`src/rtl/legacy_irq_agg.sv`:
```
module legacy_irq_agg #(
  parameter int NQ = 64,
  parameter int MW = 32,
  parameter int AW = 8,
  parameter int VW = 11,
  parameter logic [AW-1:0] OFS_MSET = 8'h0C,
  parameter logic [AW-1:0] OFS_MCLR = 8'h10
) (
  input  logic                   clk,
  input  logic                   rst_n,
  input  logic                   msg_mode,
  input  logic [NQ-1:0]          q_irq_en,
  input  logic                   post_valid,
  input  logic [$clog2(NQ)-1:0]  post_qid,
  input  logic [VW-1:0]          post_vec,
  input  logic                   db_valid,
  input  logic [$clog2(NQ)-1:0]  db_qid,
  input  logic                   db_empty,
  input  logic                   reg_wr,
  input  logic [AW-1:0]          reg_addr,
  input  logic [MW-1:0]          reg_wdata,
  output logic [MW-1:0]          reg_rdata,
  output logic                   irq_pin,
  output logic                   msg_fire,
  output logic [VW-1:0]          msg_vec
);
  localparam int QW = $clog2(NQ);

  logic [NQ-1:0] pend, pend_nx, set_vec, clr_vec, mask_ext_nx;
  logic [MW-1:0] mask, mask_nx;
  logic post_ok, db_ok, pin_nx;

  assign post_ok = post_valid && (int'(post_qid) < NQ) && q_irq_en[post_qid];
  assign db_ok   = db_valid && db_empty && (int'(db_qid) < NQ) && q_irq_en[db_qid];

  always_comb begin
    set_vec = '0;
    clr_vec = '0;
    if (!msg_mode && post_ok) set_vec[post_qid] = 1'b1;
    if (!msg_mode && db_ok)   clr_vec[db_qid]   = 1'b1;
  end

  assign pend_nx = (pend & ~clr_vec) | set_vec;

  always_comb begin
    mask_nx = mask;
    if (reg_wr && reg_addr == OFS_MSET) mask_nx = mask | reg_wdata;
    if (reg_wr && reg_addr == OFS_MCLR) mask_nx = mask & ~reg_wdata;
  end

  generate
    if (NQ > MW) begin : g_wide
      assign mask_ext_nx = {{(NQ-MW){1'b0}}, mask_nx};
    end else begin : g_narrow
      assign mask_ext_nx = mask_nx[NQ-1:0];
    end
  endgenerate

  assign pin_nx = |(pend_nx & ~mask_ext_nx);

  always_ff @(posedge clk) begin
    if (!rst_n) begin
      pend     <= '0;
      mask     <= '0;
      irq_pin  <= 1'b0;
      msg_fire <= 1'b0;
      msg_vec  <= '0;
    end else begin
      pend     <= pend_nx;
      mask     <= mask_nx;
      if (!msg_mode) irq_pin <= pin_nx;
      msg_fire <= msg_mode && post_ok;
      if (msg_mode && post_ok) msg_vec <= post_vec;
    end
  end

  assign reg_rdata = (reg_addr == OFS_MSET || reg_addr == OFS_MCLR) ? mask : '0;

  AST_MASK_SET_OR: assert property (@(posedge clk) disable iff (!rst_n)
    (reg_wr && reg_addr == OFS_MSET) |=> ((mask & $past(reg_wdata)) == $past(reg_wdata)));
  AST_MASK_CLR: assert property (@(posedge clk) disable iff (!rst_n)
    (reg_wr && reg_addr == OFS_MCLR) |=> ((mask & $past(reg_wdata)) == '0));
  AST_MSG_PIN_HOLD: assert property (@(posedge clk) disable iff (!rst_n)
    msg_mode |=> $stable(irq_pin));
  AST_FIRE_SOURCE: assert property (@(posedge clk) disable iff (!rst_n)
    msg_fire |-> $past(post_valid && msg_mode));
  AST_PIN_RISE_PIN_MODE: assert property (@(posedge clk) disable iff (!rst_n)
    $rose(irq_pin) |-> $past(!msg_mode));
  AST_DISABLED_NO_EFFECT: assert property (@(posedge clk) disable iff (!rst_n)
    (!msg_mode && $past(!msg_mode) && !reg_wr && !db_valid && post_valid
     && !q_irq_en[post_qid]) |=> $stable(irq_pin));
endmodule

```
`config.mk`:
```
export PLATFORM = sky130hd
export DESIGN_NAME = legacy_irq_agg
export DESIGN_NICKNAME = d
export VERILOG_FILES = /design/src/rtl/legacy_irq_agg.sv
export SDC_FILE = /design/constraint.sdc
export NUM_CORES = 1
export LEC_CHECK = 0
export ABC_AREA = 1
export BUFFER_PORTS_ARGS = -buffer_cell sky130_fd_sc_hd__buf_2
export CELL_PAD_IN_SITES_DETAIL_PLACEMENT = 1
export CELL_PAD_IN_SITES_GLOBAL_PLACEMENT = 1
export CORE_MARGIN = 1
export CORE_UTILIZATION = 36
export DETAILED_ROUTE_END_ITERATION = 12
export HOLD_SLACK_MARGIN = 0.02
export PLACE_DENSITY = 0.89
export SLEW_MARGIN = 15
export SYNTH_ARGS = -nofsm -noshare
export SYNTH_HDL_FRONTEND = slang
export SYNTH_SLANG_ARGS = --single-unit
```
`constraint.sdc`:
```
create_clock -name clk -period 3 [get_ports clk]
set_clock_uncertainty 0.05 [all_clocks]
set_input_delay 0.3 -clock clk [delete_from_list [all_inputs] [get_ports clk]]
set_output_delay 0.3 -clock clk [all_outputs]
set_load 0.05 [all_outputs]
```
==> results of run 1 <==
## timing repair
action / in CTS / in global routing
endpoints found under the setup margin: 0 / 1
setup buffers: 0 / 1
gates resized for setup: 0 / 1
## area by class of cell
cell class              count  share of cell area, %
flip-flops and latches    109                   24.2
well taps                 270                   3.74
clock inverters             4                  0.541
inverters                 194                   8.11
multi-input cells         977                   47.3
clock buffers              11                   2.69
repair buffers            214                   13.4
## per-layer routing
layer | up-vias | GRT usage, % | wire, microns
met5 | - | 0 | 0
met4 | 0 | 11.6 | 925
met3 | 73 | 4.44 | 2030
met2 | 370 | 48.5 | 14600
met1 | 4481 | 33.8 | 12200
li1 | 4538 | - | -
## worst paths after layout
check / slack (ps) / end / startpoint / cells past startpoint
worst max register to register: 1290 / irq_pin / mask[12] / 11
worst min register to register: 390 / msg_vec[5] / msg_vec[5] / 2
worst min-delay path: 180 / msg_vec[5] / post_vec[5] / 3
worst max-delay path: 230 / irq_pin / post_qid[1] / 20
## kinds of logic (layout without fill, tap and decap cells)
logic type             Yosys count  after routing  synth area share (%)
AND/OR/NAND/NOR                798            798                  44.6
buffers and inverters          260            423                  14.2
AO/OA/AOI/OAI                  179            179                  12.2
flip-flops                     109            109                  29.0
## Yosys cell counts, drive strengths merged
library cell and count:
a21oi 67, nor3b 3, o211ai 5, o21ai 105, nand4 51, o21bai 1
clkbuf 32, and3 1, nand2 375, inv 193, dfxtp 109, o31ai 1
buf 34, nor3 17, or2 1, clkinv 1, nor2 234, nand3 116
## power groups by stage
stage	registers [mW]	clock network (mW)	logic, mW
after floorplan	1.54	0	0.372
after global placement	1.50	0	0.674
after detailed placement	1.50	0	0.689
after CTS	1.47	1.22	0.695
after global routing	1.47	1.27	0.765
final	1.47	1.21	0.708
## cells in the final DEF, fill, tap and decap left out, types with 4 or more instances in the layout
| master | Yosys | routed |
|---|---|---|
| nand4_1 | 51 | 51 |
| o211ai_1 | 5 | 5 |
| nand2_1 | 372 | 372 |
| inv_2 | 8 | 8 |
| nor2_1 | 226 | 226 |
| buf_4 | 4 | 32 |
| nor3_1 | 16 | 16 |
| o21ai_1 | 12 | 12 |
| buf_2 | 18 | 178 |
| buf_12 | 0 | 4 |
| inv_1 | 185 | 185 |
| nand3_1 | 116 | 116 |
| nor2_2 | 8 | 8 |
| clkbuf_16 | 0 | 9 |
| a21oi_1 | 67 | 66 |
| dfxtp_1 | 109 | 109 |
| o21ai_0 | 93 | 93 |
## worst max-delay path: stages
cell and delay, ps:
buf_2 120, nand2_1 180, clkinvlp_4 280, o211ai_1 160
nand2_1 100, o21ai_0 150, nand2_1 70, nor2_1 110
nand2_2 100, buf_4 250, nand4_1 140, nand2_1 70
nor2_1 100, nand2_1 70, nor2_1 190, nand2_1 80
nor2_1 210, nand2_1 90, nor2_1 90, nor2_1 40
## registers in the layout, indices dropped and copies added, names as in the netlist
register / cells
pend: 64
msg_fire: 1
msg_vec: 11
irq_pin: 1
mask: 32
## per-stage QoR
stage	instances	area [sq um]
finish	1779	9020
floorplan	1346	7510
CTS	1778	9010
global route	1779	9020
detailed placement	1763	8720
global placement	1763	8720
==> metrics.md, run 1 <==
| Metric | Value |
|---|---|
| Outcome | `finished, final reports clean` |
| Via density | `roughly 5.3` |
| HPWL Detailed | `around 22000 microns` |
| Max Cap Viol | `0` |
| Die X | `~150 microns` |
| Peak supply drop | `0.277 mV` |
| CTS H-tree depth | `3` |
| Root Driver | `clkbuf_16` |
| Pleak | `4.55 nW` |
| Post-layout util | `44.3%` |
| Port bufs | `178` |
| Cts hold-fix bufs | `0` |
| Internal | `2.33 mW` |
| CTS Buf Count | `9` |
| Critical Path End Type | `flip-flop` |
| Antenna diodes | `0` |
| Max-slew violation count | `0` |
| Relative slew slack | `between 50% and 60%` |
| Actual slew at the worst max-slew pin | `approximately 630 ps` |
| Logic pwr share | `20.9%` |
| Top cells by area, synth | `dfxtp_1 29%, nand2_1 19%, nor2_1 11%` |
| Startpoint types | `input port` |
| CP arrival | `approximately 3000 ps` |
| Synth Area per Inst | `about 5.6 sq um` |
| Distinct cells, synth | `28` |
| Initial antenna violation count | `0` |
| Pre-Repair DR Iteration Count | `4` |
| Initial Utilization | `36.9%` |
| Sinks on Clock Net | `109` |
| Sequential element share of the synthesized area | `between 20% and 30%` |
| Tmin final | `2770 ps` |
| Area leader, netlist | `dfxtp_1` |
| Longest Clk Path Bufs | `2` |
| Antenna-violating nets left | `0` |
| Core area | `20400 sq um` |
| Gr ovfl total | `0` |
| Overall routing resource usage | `27.8%` |
| Total number of vias | `9462` |
| Clk_lat worst skew | `approximately 360 ps` |
| Sum Neg Setup Slack | `0 ps` |
| Required @ worst endpoint | `about 3200 ps` |
| Routed WL per cell | `16.7 microns` |
| F_max | `0.361 GHz` |
| Dpl ws | `-173 ps` |
| Vias in the first global route | `9815` |
| Switching power | `1.06 mW` |
| First-pass GRT wire length | `48200 microns` |
| Die height | `between 100 and 150 microns` |
| Share of power burned in registers | `43.3%` |
| Die area | `21500 sq um` |
| Fillers | `2941` |
| Synth Net Count | `about 1500` |
| Min setup slack post-route | `227 ps` |
| Final setup violation count | `0` |
| Crit-path max FO | `27` |
| Num rows | `52` |
| Io pins | `179` |
| Worst hold slack | `178 ps` |
| Drt drc | `0` |
| Final hold violation count | `0` |
| Tcrit/Tclk final | `92.4%` |
| Synth-to-Final Area Change | `20.1%` |
| Synthesized cell area | `7510 sq um` |
| Share of cells above drive strength 1 | `16.7%` |
| FF+latch area | `2180 sq um` |
| Clock transition at the registers of the reported paths | `70 ps` |
| First DRT Iteration DRCs | `736` |
| TritonCTS clock tree | `done` |
| Nets | `~1600` |
| Yosys reg bits | `109` |
| WS Path Type | `in2reg` |
| Power Density | `376 nW/um^2` |
| Largest net degree at the start of global routing | `90` |
| Hold WC Path Type | `in2reg` |
| Area occupied by multi-input gates | `4270 sq um` |
| RSZ-0062 raised after global routing | `false` |
| Syn. warnings | `0` |
| Total Power | `3.39 mW` |
| Final Wtd Congestion | `0.880` |
| Clk network pwr share | `35.8%` |
| Post-synth top area share | `between 20 and 30%` |
| Total Wirelength | `29800 microns` |
| Synth Instances | `~1300` |
| Net switching fraction of the power | `31.1%` |
Power figures use the tool's default switching activity.
==> inputs of run 2 (changes only) <==
--- a/config.mk
+++ b/config.mk
@@ -10,10 +10,10 @@
 export CELL_PAD_IN_SITES_DETAIL_PLACEMENT = 1
 export CELL_PAD_IN_SITES_GLOBAL_PLACEMENT = 1
 export CORE_MARGIN = 1
-export CORE_UTILIZATION = 36
+export CORE_UTILIZATION = 33
 export DETAILED_ROUTE_END_ITERATION = 12
 export HOLD_SLACK_MARGIN = 0.02
-export PLACE_DENSITY = 0.89
+export PLACE_DENSITY = 0.86
 export SLEW_MARGIN = 15
 export SYNTH_ARGS = -nofsm -noshare
 export SYNTH_HDL_FRONTEND = slang
==> constraint.sdc (replaced) <==
create_clock -name clk -period 2.5 [get_ports clk]
set_clock_uncertainty 0.05 [all_clocks]
set_input_delay 0.25 -clock clk [delete_from_list [all_inputs] [get_ports clk]]
set_output_delay 0.25 -clock clk [all_outputs]
set_load 0.05 [all_outputs]
==> run 2 against run 1 <==
- register-to-register slack lost 470 ps
- worst hold slack lost 46 ps
- cell count grew 5.3%
- non-clock buffer count grew 83
- clock-buffer cell count grew 1
- critical path depth grew 2
- sequential share of layout area shrank 2.2 points
- sequential power grew 20%
- die area grew 9.0%
- design area grew 9.8%
- flip-flop and latch count is the same
- critical endpoint unchanged
- highest routed layer is now met5
==> metrics.md, run 2 (synthesis results as in run 1) <==
| Metric | Value |
|---|---|
| Clock transition at the registers of the reported paths | `70 ps (about the same)` |
| CTS Buf Count | `9 (unchanged)` |
| Worst hold slack | `132 ps (-45.7 ps)` |
| Max Cap Viol | `0 (unchanged)` |
| Die area | `23400 sq um (+9.0%)` |
| Actual slew at the worst max-slew pin | `585 ps (-40.6 ps)` |
| Tmin final | `2470 ps` |
| Initial antenna violation count | `2 (+2)` |
| Final hold violation count | `0 (unchanged)` |
| CTS H-tree depth | `3 (unchanged)` |
| Total Wirelength | `31600 microns (+6.0%)` |
| Sum Neg Setup Slack | `0 ps (unchanged)` |
| Total Power | `4.21 mW (+24%)` |
| Longest Clk Path Bufs | `2 (unchanged)` |
| Startpoint types | `input port` |
| Core area | `22100 sq um (+8.5%)` |
| Max FFs per register | `64 (unchanged)` |
| Pre-Repair DR Iteration Count | `5 (+1)` |
| Synth-to-Final Area Change | `31.9%` |
| Nets | `1722 (+5.1%)` |
| Die height | `153 microns (+4.4%)` |
| Pleak | `5.01 nW (+10%)` |
| Gr ovfl total | `0 (unchanged)` |
| Commonest non-fill, non-tap cell in the layout | `nand2_1` |
| Biggest register | `pend` |
| Most frequent cells in the layout | `371 x nand2_1, 222 x nor2_1, 185 x inv_1` |
| RSZ-0062 raised after global routing | `true` |
| Largest net degree at the start of global routing | `90 (unchanged)` |
| Max-slew violation count | `0 (unchanged)` |
| Die X | `153 microns (+4.4%)` |
| HPWL Detailed | `22800 microns (+6.1%)` |
| TritonCTS clock tree | `done` |
| Hold WC Path Type | `in2reg` |
| Critical Path End Type | `flip-flop` |
| Routed WL per cell | `16.8 microns (+0.61%)` |
| WS Path Type | `in2reg` |
| Port bufs | `178 (unchanged)` |
| Share of cells above drive strength 1 | `21.5% (+4.8 points)` |
| Post-layout util | `44.8% (+0.54 points)` |
| F_max | `around 0.4 GHz` |
| Peak supply drop | `0.403 mV (+46%)` |
| Crit-path max FO | `20 (-26%)` |
| Final setup violation count | `0 (unchanged)` |
| Outcome | `finished, final reports clean` |
| Clk_lat worst skew | `360 ps (about the same)` |
| Drt drc | `0 (unchanged)` |
| Root Driver | `clkbuf_16` |
| Antenna-violating nets left | `0 (unchanged)` |
| CP arrival | `2660 ps (-290 ps)` |
| Vias in the first global route | `10200 (+4.2%)` |
| First-pass GRT wire length | `50200 microns (+4.1%)` |
| Cts hold-fix bufs | `0 (unchanged)` |
| Via density | `5.26 (-1.0%)` |
| Total number of vias | `9866 (+4.3%)` |
| Fillers | `3088 (+5.0%)` |
| Relative slew slack | `60.7% (+2.5 points)` |
| Overall routing resource usage | `26.6% (-1.2 points)` |
| Setup slack, reg-to-reg | `820 ps (-470 ps)` |
| Num rows | `54 (+3.8%)` |
| Final Wtd Congestion | `0.928 (+5.5%)` |
| Power Density | `425 nW/um^2 (+13%)` |
| Required @ worst endpoint | `2690 ps (-480 ps)` |
| First DRT Iteration DRCs | `882 (+20%)` |
| Io pins | `179 (unchanged)` |
| Initial Utilization | `34.0% (-2.9 points)` |
| Tcrit/Tclk final | `between 90% and 100%` |
| Top flop regs | `pend x64, mask x32, msg_vec x11` |
| Sinks on Clock Net | `109 (unchanged)` |
[run 2: area by class of cell]
type | instances | area, sq um | area share (%)
multi-input combinational | 977 | 4300 | 43.4
timing repair buffer | 297 | 2050 | 20.6
sequential | 109 | 2180 | 22.0
tap | 280 | 350 | 3.54
clock inverter | 4 | 30.0 | 0.303
clock buffer | 12 | 267 | 2.69
antenna | 1 | 2.50 | 0.0253
inverter | 194 | 734 | 7.41
[run 2: stage by stage]
| step | worst slack [ps] | instances | instance area (sq um) |
|---|---|---|---|
| 2_1_floorplan | 359 | 1346 | 7510 |
| 3_3_place_gp | -383 | 1853 | 9500 |
| 3_5_place_dp | -435 | 1853 | 9500 |
| 4_1_cts | 10.8 | 1869 | 9800 |
| 5_1_grt | -84.5 | 1874 | 9910 |
| 6_report | 32.8 | 1874 | 9910 |
[run 2: timing repair]
action                     in CTS  in global routing
pin swaps                       0                  5
buffers inserted                0                  3
resized for setup               3                 18
setup endpoints to repair       1                  1
cloned                          0                  1
[run 2: power breakdown]
part	total (mW)	internal, mW	switching [mW]
clock network	1.45	0.763	0.690
registers	1.76	1.75	0.00846
logic	0.994	0.357	0.637
total	4.21	2.87	1.33
[run 2: worst paths after layout]
check,cells past startpoint,endpoint,startpoint
min,3,msg_vec[10],post_vec[10]
max reg2reg,11,irq_pin,mask[30]
min reg2reg,2,msg_vec[6],msg_vec[6]
max,22,irq_pin,post_qid[1]
[run 2: routing by layer]
layer	track usage (%)	vias up	wire length, microns
li1	-	4714	-
met2	47.4	379	15800
met1	30.9	4680	12800
met4	12.2	2	1090
met5	0	-	13
met3	4.82	91	1950
[run 2: worst max-delay path: stages]
cell and delay (ps):
buf_2 100, buf_4 140, inv_1 60, nor2_2 40
buf_12 140, o211ai_1 90, nand2_1 110, o21ai_1 130
nand2_1 90, nor2_1 120, nand2_2 140, buf_6 200
nand4_1 120, nand2_1 100, nand2_1 80, nand2_1 80
nor2_1 160, nand2_1 110, nor2_2 180, nand2_1 80
nor2_1 90, nor2_1 40
